### config.mk
export PLATFORM = sky130hd
export DESIGN_NAME = slowdown_alloc_ctrl
export DESIGN_NICKNAME = d
export VERILOG_FILES = /design/src/rtl/slb_pkg.sv /design/src/rtl/slb_band_classifier.sv /design/src/rtl/slb_alloc_stepper.sv /design/src/rtl/slb_miss_tracker.sv /design/src/rtl/slowdown_alloc_ctrl.sv
export SDC_FILE = /design/constraint.sdc
export NUM_CORES = 1
export LEC_CHECK = 0
export ABC_AREA = 1
export BUFFER_PORTS_ARGS = -buffer_cell sky130_fd_sc_hd__buf_2
export CAP_MARGIN = 25
export CORE_ASPECT_RATIO = 0.9
export CORE_MARGIN = 1
export CORE_UTILIZATION = 45
export DETAILED_ROUTE_END_ITERATION = 8
export GPL_TIMING_DRIVEN = 0
export MAX_ROUTING_LAYER = met4
export PLACE_DENSITY = 0.66
export SETUP_SLACK_MARGIN = 0.4
export SLEW_MARGIN = 10
export SYNTH_ARGS = -nofsm -noshare
export SYNTH_HDL_FRONTEND = slang
export SYNTH_SLANG_ARGS = --single-unit
### constraint.sdc
create_clock -name clk -period 6.45 [get_ports clk]
set_input_delay 0.3225 -clock clk [delete_from_list [all_inputs] [get_ports clk]]
set_output_delay 0.3225 -clock clk [all_outputs]
set_load 0.03 [all_outputs]
### src/rtl/slb_pkg.sv
package slb_pkg;
    typedef enum logic [1:0] {
        ST_IDLE   = 2'd0,
        ST_TRACK  = 2'd1,
        ST_ADJUST = 2'd2
    } ctrl_state_t;

    typedef enum logic [1:0] {
        DIR_HOLD = 2'd0,
        DIR_UP   = 2'd1,
        DIR_DOWN = 2'd2
    } step_dir_t;
endpackage

### src/rtl/slb_band_classifier.sv
module slb_band_classifier
    import slb_pkg::*;
#(
    parameter int EST_W = 16
) (
    input  logic [EST_W-1:0] est,
    input  logic [EST_W-1:0] bound,
    input  logic [EST_W-1:0] tol,
    output step_dir_t        dir,
    output logic             over
);
    logic [EST_W:0] hi_edge;
    logic [EST_W:0] est_plus_tol;
    logic           under;

    // Widen by one bit so neither edge wraps; lower edge floors at zero.
    assign hi_edge      = {1'b0, bound} + {1'b0, tol};
    assign est_plus_tol = {1'b0, est} + {1'b0, tol};
    assign over         = {1'b0, est} > hi_edge;
    assign under        = est_plus_tol < {1'b0, bound};

    always_comb begin
        if (over)       dir = DIR_UP;
        else if (under) dir = DIR_DOWN;
        else            dir = DIR_HOLD;
    end
endmodule

### src/rtl/slb_alloc_stepper.sv
module slb_alloc_stepper
    import slb_pkg::*;
#(
    parameter int SLOTS = 64,
    localparam int AW   = $clog2(SLOTS + 1)
) (
    input  logic [AW-1:0] cur,
    input  logic [AW-1:0] init,
    input  logic [AW-1:0] step,
    input  logic [AW-1:0] lo_cfg,
    input  logic [AW-1:0] hi_cfg,
    input  step_dir_t     dir,
    output logic [AW-1:0] nxt,
    output logic [AW-1:0] init_clamped
);
    localparam logic [AW-1:0] SLOTS_V = AW'(SLOTS);

    logic [AW-1:0] hi_eff;
    logic [AW-1:0] lo_eff;
    logic [AW:0]   up_sum;
    logic [AW:0]   down_floor;

    assign hi_eff     = (hi_cfg > SLOTS_V) ? SLOTS_V : hi_cfg;
    assign lo_eff     = (lo_cfg > hi_eff) ? hi_eff : lo_cfg;
    assign up_sum     = {1'b0, cur} + {1'b0, step};
    assign down_floor = {1'b0, lo_eff} + {1'b0, step};

    always_comb begin
        if (init < lo_eff)      init_clamped = lo_eff;
        else if (init > hi_eff) init_clamped = hi_eff;
        else                    init_clamped = init;
    end

    always_comb begin
        case (dir)
            DIR_UP:   nxt = (up_sum > {1'b0, hi_eff}) ? hi_eff : up_sum[AW-1:0];
            DIR_DOWN: nxt = ({1'b0, cur} < down_floor) ? lo_eff : cur - step;
            default:  nxt = cur;
        endcase
    end
endmodule

### src/rtl/slb_miss_tracker.sv
module slb_miss_tracker #(
    parameter int CNT_W = 8
) (
    input  logic             clk,
    input  logic             rst_n,
    input  logic             restart,
    input  logic             sample,
    input  logic             over,
    input  logic [CNT_W-1:0] run_len,
    input  logic             clear,
    output logic             alert
);
    logic [CNT_W-1:0] miss_q;
    logic [CNT_W:0]   bump;
    logic             hit;

    assign bump = {1'b0, miss_q} + 1'b1;
    assign hit  = sample && over && (bump >= {1'b0, run_len});

    always_ff @(posedge clk or negedge rst_n) begin
        if (!rst_n) begin
            miss_q <= '0;
        end else if (restart) begin
            miss_q <= '0;
        end else if (sample) begin
            if (!over || hit) miss_q <= '0;
            else              miss_q <= bump[CNT_W-1:0];
        end
    end

    always_ff @(posedge clk or negedge rst_n) begin
        if (!rst_n)     alert <= 1'b0;
        else if (hit)   alert <= 1'b1;
        else if (clear) alert <= 1'b0;
    end

    AST_ALERT_STICKY: assert property (@(posedge clk) disable iff (!rst_n)
        (alert && !clear) |=> alert);
    AST_ALERT_CAUSE: assert property (@(posedge clk) disable iff (!rst_n)
        $rose(alert) |-> $past(sample && over));
endmodule

### src/rtl/slowdown_alloc_ctrl.sv
module slowdown_alloc_ctrl
    import slb_pkg::*;
#(
    parameter int SLOTS = 64,
    parameter int EST_W = 16,
    parameter int CNT_W = 8,
    localparam int AW   = $clog2(SLOTS + 1)
) (
    input  logic             clk,
    input  logic             rst_n,
    input  logic             start,
    input  logic             est_valid,
    input  logic [EST_W-1:0] est_slowdown,
    input  logic [EST_W-1:0] cfg_bound,
    input  logic [EST_W-1:0] cfg_tol,
    input  logic [CNT_W-1:0] cfg_period,
    input  logic [AW-1:0]    cfg_init,
    input  logic [AW-1:0]    cfg_min,
    input  logic [AW-1:0]    cfg_max,
    input  logic [AW-1:0]    cfg_step,
    input  logic             alert_clear,
    output logic [AW-1:0]    alloc_slots,
    output logic             alert
);
    ctrl_state_t      state_q, state_d;
    step_dir_t        dir_now, dir_q;
    logic             over_now;
    logic [CNT_W-1:0] n_eff;
    logic [CNT_W-1:0] int_q;
    logic [CNT_W:0]   int_bump;
    logic             take;
    logic             last;
    logic [AW-1:0]    alloc_q;
    logic [AW-1:0]    alloc_next;
    logic [AW-1:0]    alloc_init;

    assign n_eff    = (cfg_period == '0) ? CNT_W'(1) : cfg_period;
    assign int_bump = {1'b0, int_q} + 1'b1;
    assign take     = est_valid && (state_q == ST_TRACK) && !start;
    assign last     = take && (int_bump == {1'b0, n_eff});

    slb_band_classifier #(.EST_W(EST_W)) u_band (
        .est   (est_slowdown),
        .bound (cfg_bound),
        .tol   (cfg_tol),
        .dir   (dir_now),
        .over  (over_now)
    );

    slb_alloc_stepper #(.SLOTS(SLOTS)) u_step (
        .cur          (alloc_q),
        .init         (cfg_init),
        .step         (cfg_step),
        .lo_cfg       (cfg_min),
        .hi_cfg       (cfg_max),
        .dir          (dir_q),
        .nxt          (alloc_next),
        .init_clamped (alloc_init)
    );

    slb_miss_tracker #(.CNT_W(CNT_W)) u_miss (
        .clk     (clk),
        .rst_n   (rst_n),
        .restart (start),
        .sample  (take),
        .over    (over_now),
        .run_len (n_eff),
        .clear   (alert_clear),
        .alert   (alert)
    );

    // Next-state logic
    always_comb begin
        state_d = state_q;
        unique case (state_q)
            ST_IDLE:   state_d = start ? ST_TRACK : ST_IDLE;
            ST_TRACK:  state_d = (!start && last) ? ST_ADJUST : ST_TRACK;
            ST_ADJUST: state_d = ST_TRACK;
            default:   state_d = ST_IDLE;
        endcase
    end

    // State register
    always_ff @(posedge clk or negedge rst_n) begin
        if (!rst_n) state_q <= ST_IDLE;
        else        state_q <= state_d;
    end

    // Interval counter and latched decision
    always_ff @(posedge clk or negedge rst_n) begin
        if (!rst_n) begin
            int_q <= '0;
            dir_q <= DIR_HOLD;
        end else if (start) begin
            int_q <= '0;
            dir_q <= DIR_HOLD;
        end else if (take) begin
            int_q <= last ? '0 : int_bump[CNT_W-1:0];
            if (last) dir_q <= dir_now;
        end
    end

    // Output register
    always_ff @(posedge clk or negedge rst_n) begin
        if (!rst_n)                     alloc_q <= '0;
        else if (start)                 alloc_q <= alloc_init;
        else if (state_q == ST_ADJUST)  alloc_q <= alloc_next;
    end

    assign alloc_slots = alloc_q;

    AST_IDLE_NO_RESERVE: assert property (@(posedge clk) disable iff (!rst_n)
        (state_q == ST_IDLE) |-> (alloc_q == '0));
    AST_ALLOC_IN_WINDOW: assert property (@(posedge clk) disable iff (!rst_n)
        alloc_q <= AW'(SLOTS));
    AST_HOLD_WHILE_TRACK: assert property (@(posedge clk) disable iff (!rst_n)
        (state_q == ST_TRACK && !start) |=> $stable(alloc_q));
    AST_ADJUST_ONE_CYCLE: assert property (@(posedge clk) disable iff (!rst_n)
        (state_q == ST_ADJUST) |=> (state_q == ST_TRACK));
    AST_UP_NOT_LOWER: assert property (@(posedge clk) disable iff (!rst_n)
        (state_q == ST_ADJUST && dir_q == DIR_UP && !start) |=> (alloc_q >= $past(alloc_q)));
    AST_DOWN_NOT_HIGHER: assert property (@(posedge clk) disable iff (!rst_n)
        (state_q == ST_ADJUST && dir_q == DIR_DOWN && !start) |=> (alloc_q <= $past(alloc_q)));
    AST_HOLD_KEEPS: assert property (@(posedge clk) disable iff (!rst_n)
        (state_q == ST_ADJUST && dir_q == DIR_HOLD && !start) |=> $stable(alloc_q));
endmodule

### After elaboration in Yosys (flattened, before gate mapping)

Cells that the tools add are included.

* bits in registers: 28
* input port bits: 89
* word-level logic and storage cells: 71

* reductions and logical operators: 18
* multiplexer cells: 26
* add/sub/neg operators: 7
* $lt $le $gt $ge: 9
* equality and inequality tests: 5

Operators with widths (count)
* 2-to-1 mux 7 bit: 8
* 2-to-1 mux 8 bit: 7
* adder 16 x 16 -> 17 bit: 2
* adder 8 x 1 -> 9 bit (second input constant): 2
* greater-than comparator 16 x 17 -> 1 bit: 1
* less-than comparator 17 x 16 -> 1 bit: 1
* adder 7 x 7 -> 8 bit: 2
* greater-than comparator 7 bit: 2
* case mux 7 bit (2 select lines): 1
* 2-to-1 mux 2 bit: 6
* == test 9 x 8 -> 1 bit: 1
* greater-or-equal comparator 9 x 8 -> 1 bit: 1
* greater-than comparator 8 x 7 -> 1 bit: 1
* logical NOT 8 bit: 1
* less-than comparator 7 x 8 -> 1 bit: 1
* nonzero test 2 bit: 4
* greater-than comparator 7 bit (second input constant): 1
* less-than comparator 7 bit: 1
* subtractor 7 bit: 1
* logical AND 1 bit: 6
* case mux 2 bit (3 select lines): 1
* == test 2 x 1 -> 1 bit (second input constant): 2
* == test 2 bit (second input constant): 2
* AND reduction 2 bit: 2
* other kinds (5): 8

### Logic depth before layout (Yosys ltp)

* word-level depth: 10
* mapped depth: 34
* gate-level depth less buffers: 34

### By module

Synthesis repeated with hierarchy kept, for this count alone.

* cells, all modules: 1074
* area, all modules: 6790.3 µm²

By module, submodules not included
* slb_alloc_stepper: cells an instance 409, area an instance 2429.8 µm², times used 1, sequential area each 0.0 µm²
* slb_band_classifier: cells an instance 367, area an instance 2333.5 µm², times used 1, sequential area each 0.0 µm²
* slowdown_alloc_ctrl: cells an instance 184, area an instance 1256.2 µm², times used 1, sequential area each 475.5 µm²
* slb_miss_tracker: cells an instance 114, area an instance 770.7 µm², times used 1, sequential area each 225.2 µm²

### Least setup slack after synthesis

No wires, ideal clock.

* kind: input to register
* from: input cfg_max[5]
* to: register alloc_q[3], in the netlist alloc_slots[3]
* stages on the path: 34
* arrival time: 4.010 ns
* setup slack: 2.323 ns
* path through: nor2_1 -> nand3_1 -> nand2_1 -> inv_1 -> nor2_1 -> inv_1 -> ha_1 -> nand2_1 -> nor2_2 -> nand2_1 -> nand2_2 -> nand2_4 -> nand2_2 -> and2_1 -> ha_1 -> inv_1 -> fa_1 -> o21ai_0 -> a21oi_1 -> nor2_1 -> nor2_1 -> xor2_1 -> ha_1 -> inv_1 -> nor2_2 -> nand3b_4 -> nand2_4 -> nand2_1 -> nand3_1 -> nand2_1 -> nand2_1 -> nand2_1 -> nand2_1 -> nand2_1

* longest elaborated chain between the ends: 10

RTL lines
* start, declared: line slowdown_alloc_ctrl.sv:19 `input logic [AW-1:0] cfg_max,`
* greater-than comparator 7 bit: line slb_alloc_stepper.sv:23 `assign hi_eff = (hi_cfg > SLOTS_V) ? SLOTS_V : hi_cfg;`
* 2-to-1 mux 7 bit *: line slb_alloc_stepper.sv:23
* greater-than comparator 7 bit: line slb_alloc_stepper.sv:24 `assign lo_eff = (lo_cfg > hi_eff) ? hi_eff : lo_cfg;`
* 2-to-1 mux 7 bit: line slb_alloc_stepper.sv:24
* adder 7 x 7 -> 8 bit: line slb_alloc_stepper.sv:26 `assign down_floor = {1'b0, lo_eff} + {1'b0, step};`
* less-than comparator 7 x 8 -> 1 bit: line slb_alloc_stepper.sv:37 `DIR_DOWN: nxt = ({1'b0, cur} < down_floor) ? lo_eff : cur - step;`
* 2-to-1 mux 7 bit: line slb_alloc_stepper.sv:37
* case mux 7 bit (2 select lines): line slb_alloc_stepper.sv:35 `case (dir)`
* 2-to-1 mux 7 bit: line slowdown_alloc_ctrl.sv:107 `else if (state_q == ST_ADJUST) alloc_q <= alloc_next;`
* 2-to-1 mux 7 bit *: line slowdown_alloc_ctrl.sv:106 `else if (start) alloc_q <= alloc_init;`
* end signal, assigned: line slowdown_alloc_ctrl.sv:106
* end signal, assigned: line slowdown_alloc_ctrl.sv:107
* end, declared: line slowdown_alloc_ctrl.sv:33 `logic [AW-1:0] alloc_q;`

Mark *: on every way between the ends. The rest lies on a longest branch, timed or not. The select of a mux whose other input is x is not followed.
A chain may end at the register's enable or synchronous reset.

### Final worst setup path

* from: input cfg_max[2]
* to: register alloc_q[4], in the netlist alloc_slots[4]

The elaborated chain is that of the path after synthesis.

==> reports/metrics.yaml <==
outcome: "complete, no violations"
via_per_inst: 5.108
ctsResizeCount: 0
antenna-diode-count: 0
worst_slew_pin_slew_ns: 0.6436
drt-total-wl_microns: 14840
hold_viol_final: 0
synthCells: 894
yosys_warnings: 0
cts.htree.levels: 1
design_area_sq_mm: 0.006797
drtIter0Drc: 342
critPathBufInv: 5
synth_top_area_cell: "ha_1"
startpoint: "cfg_max[2]"
cts_num_sinks: 28
die_w_microns: 123.8
rows: 39
cts_setup_buffers: 0
hold_path_class: "input pin to asynchronous set/reset pin"
synth-edff-count: 0
rrSetupSlack_ns: 3.35
antenna_found_initial: 0
avgRoutedWirePerCell_microns: 12.82
powerDensity_mw_per_mm2: 216.8
ys.flop_type: "dfrtp_1"
ys_seq_area_frac: 0.1167
post-place-ws_ns: 1.512
drive_gt1_frac: 0.1358
gp_congestion: 0.8737
most-common-layout-cells: "nand2_1 (225), inv_1 (132), ha_1 (127)"
critPathLaunchType: "input pin"
multiInputGateArea_sq_mm: 0.004767
die_y_microns: 111.6
crit_path_end_kind: "register"
worstSetupPathDepth: 35
grt_max_degree: 29
rr_worst_depth: 24
slew_headroom: 0.5693
fin_setup_tns_ns: 0
hold_ws_ns: 0.06793
numCtsBuffers: 3
register_area_sq_um: 700.7
setup_ws_ns: 1.803
syn_area_sq_mm: 0.006006
drtAntennaViolNets: 0
vias: 5915
grt_setup_unrepaired: "false"
grt_pass1_wl_microns: 25030
synth_fp_nets: 1115
required_ns: 6.61
skew_ns: 0.006377
io_buffers: 96
final.min_clock_period_ns: 4.647
arrival_ns: 4.80
yosysUniqueCellTypes: 46
start_util: 0.4680
reg2reg_from: "alloc_slots[2]$_DFFE_PN0P_"
fin_nets: 1216
leakage_nw: 3.929
cts-root-buf: "clkbuf_16"
min_period_over_period: 0.7205
ir_drop_uv: 112.9
fmax_mhz: 215.2
dieArea_sq_mm: 0.01381
cts_tree: "built"
cts_buffer_depth: 2
clk_pin_slew_worst_paths_ns: 0.07
syn_avg_cell_area_sq_um: 6.718
drt-pass1-iter-count: 7
final_common_cell: "nand2_1"
async_reset_ff_frac: 1.000
crit_path_top_delay_cell: "fa_1"
slew_viol_final: 0
placement.cell_area_sq_mm: 0.006691
pin_count: 97
r2r_end: "alloc_slots[4]$_DFFE_PN0P_"
clk_latency_ns: 0.26
critical_path_class: "input pin to register"
crit_end: "alloc_slots[4]$_DFFE_PN0P_"
synth_seq_cells: 28
overflow: 0
grt_usage: 0.2287
ys_top_cells_by_area: "ha_1 (26%), nand2_1 (14%), dfrtp_1 (12%)"
cp_max_fo: 9
finalSetupViolCount: 0
slowest_delay_ns: 0.40
core-area_sq_mm: 0.01283
cp_top_family: "simple AND/OR/NAND/NOR gates"
nFillCells: 1332
synth_top_area_share: 0.2646
cts_hold_buffers: 0
crit_path_frequent_cell: "nand2_1"
dpl.hpwl_microns: 12710
route.detailed.drc: 0
grt_pass1_vias: 5463
maxCapViolations: 0
area_growth_pct: 13.17
-- stage by stage --
stage / total power [mW] / util / cells
2_1_floorplan: 1.034 / - / 894
3_3_place_gp: 1.281 / 0.5214 / 1154
4_1_cts: 1.475 / 0.5296 / 1158
6_report: 1.473 / 0.5296 / 1158
3_5_place_dp: 1.288 / 0.5214 / 1154
5_1_grt: 1.655 / 0.5296 / 1158
-- flip-flops by register name (all words and copies together), names as in the netlist --
signal and flops:
int_q 8, u_miss.alert 1, state_q 2, u_miss.miss_q 8, dir_q 2, alloc_slots 7
-- per-layer routing --
| metal | up-vias | track usage | wire length [microns] |
|---|---|---|---|
| li1 | 3184 | - | - |
| met5 | - | - | 0 |
| met4 | 0 | 0.01606 | 71 |
| met2 | 111 | 0.3656 | 6517 |
| met3 | 9 | 0.01281 | 538 |
| met1 | 2611 | 0.3282 | 7716 |
-- cell usage after synthesis (7+ instances only) --
library cell  instances
a21oi_1              69
dfrtp_1              28
ha_1                127
inv_1               132
nand2_1             225
nand3_1              78
nand4_1              13
nor2_1               35
nor3_1                7
o21ai_0              25
o21ai_1              17
xnor2_1              15
xor2_1               39
-- where the power goes --
group          internal [mW]  switching [mW]  leakage, nW  total (mW)
logic                  0.404           0.647         3.51        1.05
registers              0.200          0.0411        0.371       0.241
clock network          0.124          0.0578       0.0511       0.181
-- logic make-up after synthesis --
family	Yosys count	synth area share
and+or+nand+nor	390	0.2927
AOI/OAI and AO/OA	147	0.1394
buffers and inverters	142	0.08958
adders and majority gates	132	0.2812
xor gates and xnor gates	54	0.07875
DFF	28	0.1167
muxes	1	0.001667
-- how the worst min path moves through the flow --
| stage | startpoint | endpoint | cells after the start |
|---|---|---|---|
| after global placement | rst_n | int_q[6]$_DFFE_PN0P_ | 1 |
| after CTS | rst_n | int_q[6]$_DFFE_PN0P_ | 1 |
| after global routing | rst_n | int_q[6]$_DFFE_PN0P_ | 1 |
| final | rst_n | int_q[6]$_DFFE_PN0P_ | 1 |
| after detailed placement | rst_n | int_q[6]$_DFFE_PN0P_ | 1 |
| after floorplan | rst_n | alloc_slots[0]$_DFFE_PN0P_ | 0 |
-- area by class of cell --
class                           count  area share
Timing Repair Buffer               96     0.07069
Inverter                          139     0.07677
Buffer                              3    0.002393
Clock buffer                        3     0.01105
Sequential cell                    28      0.1031
Clock inverter                      1    0.004418
Tap cell                          164     0.03019
Multi-Input combinational cell    724      0.7014
Power figures use the tool's default switching activity.
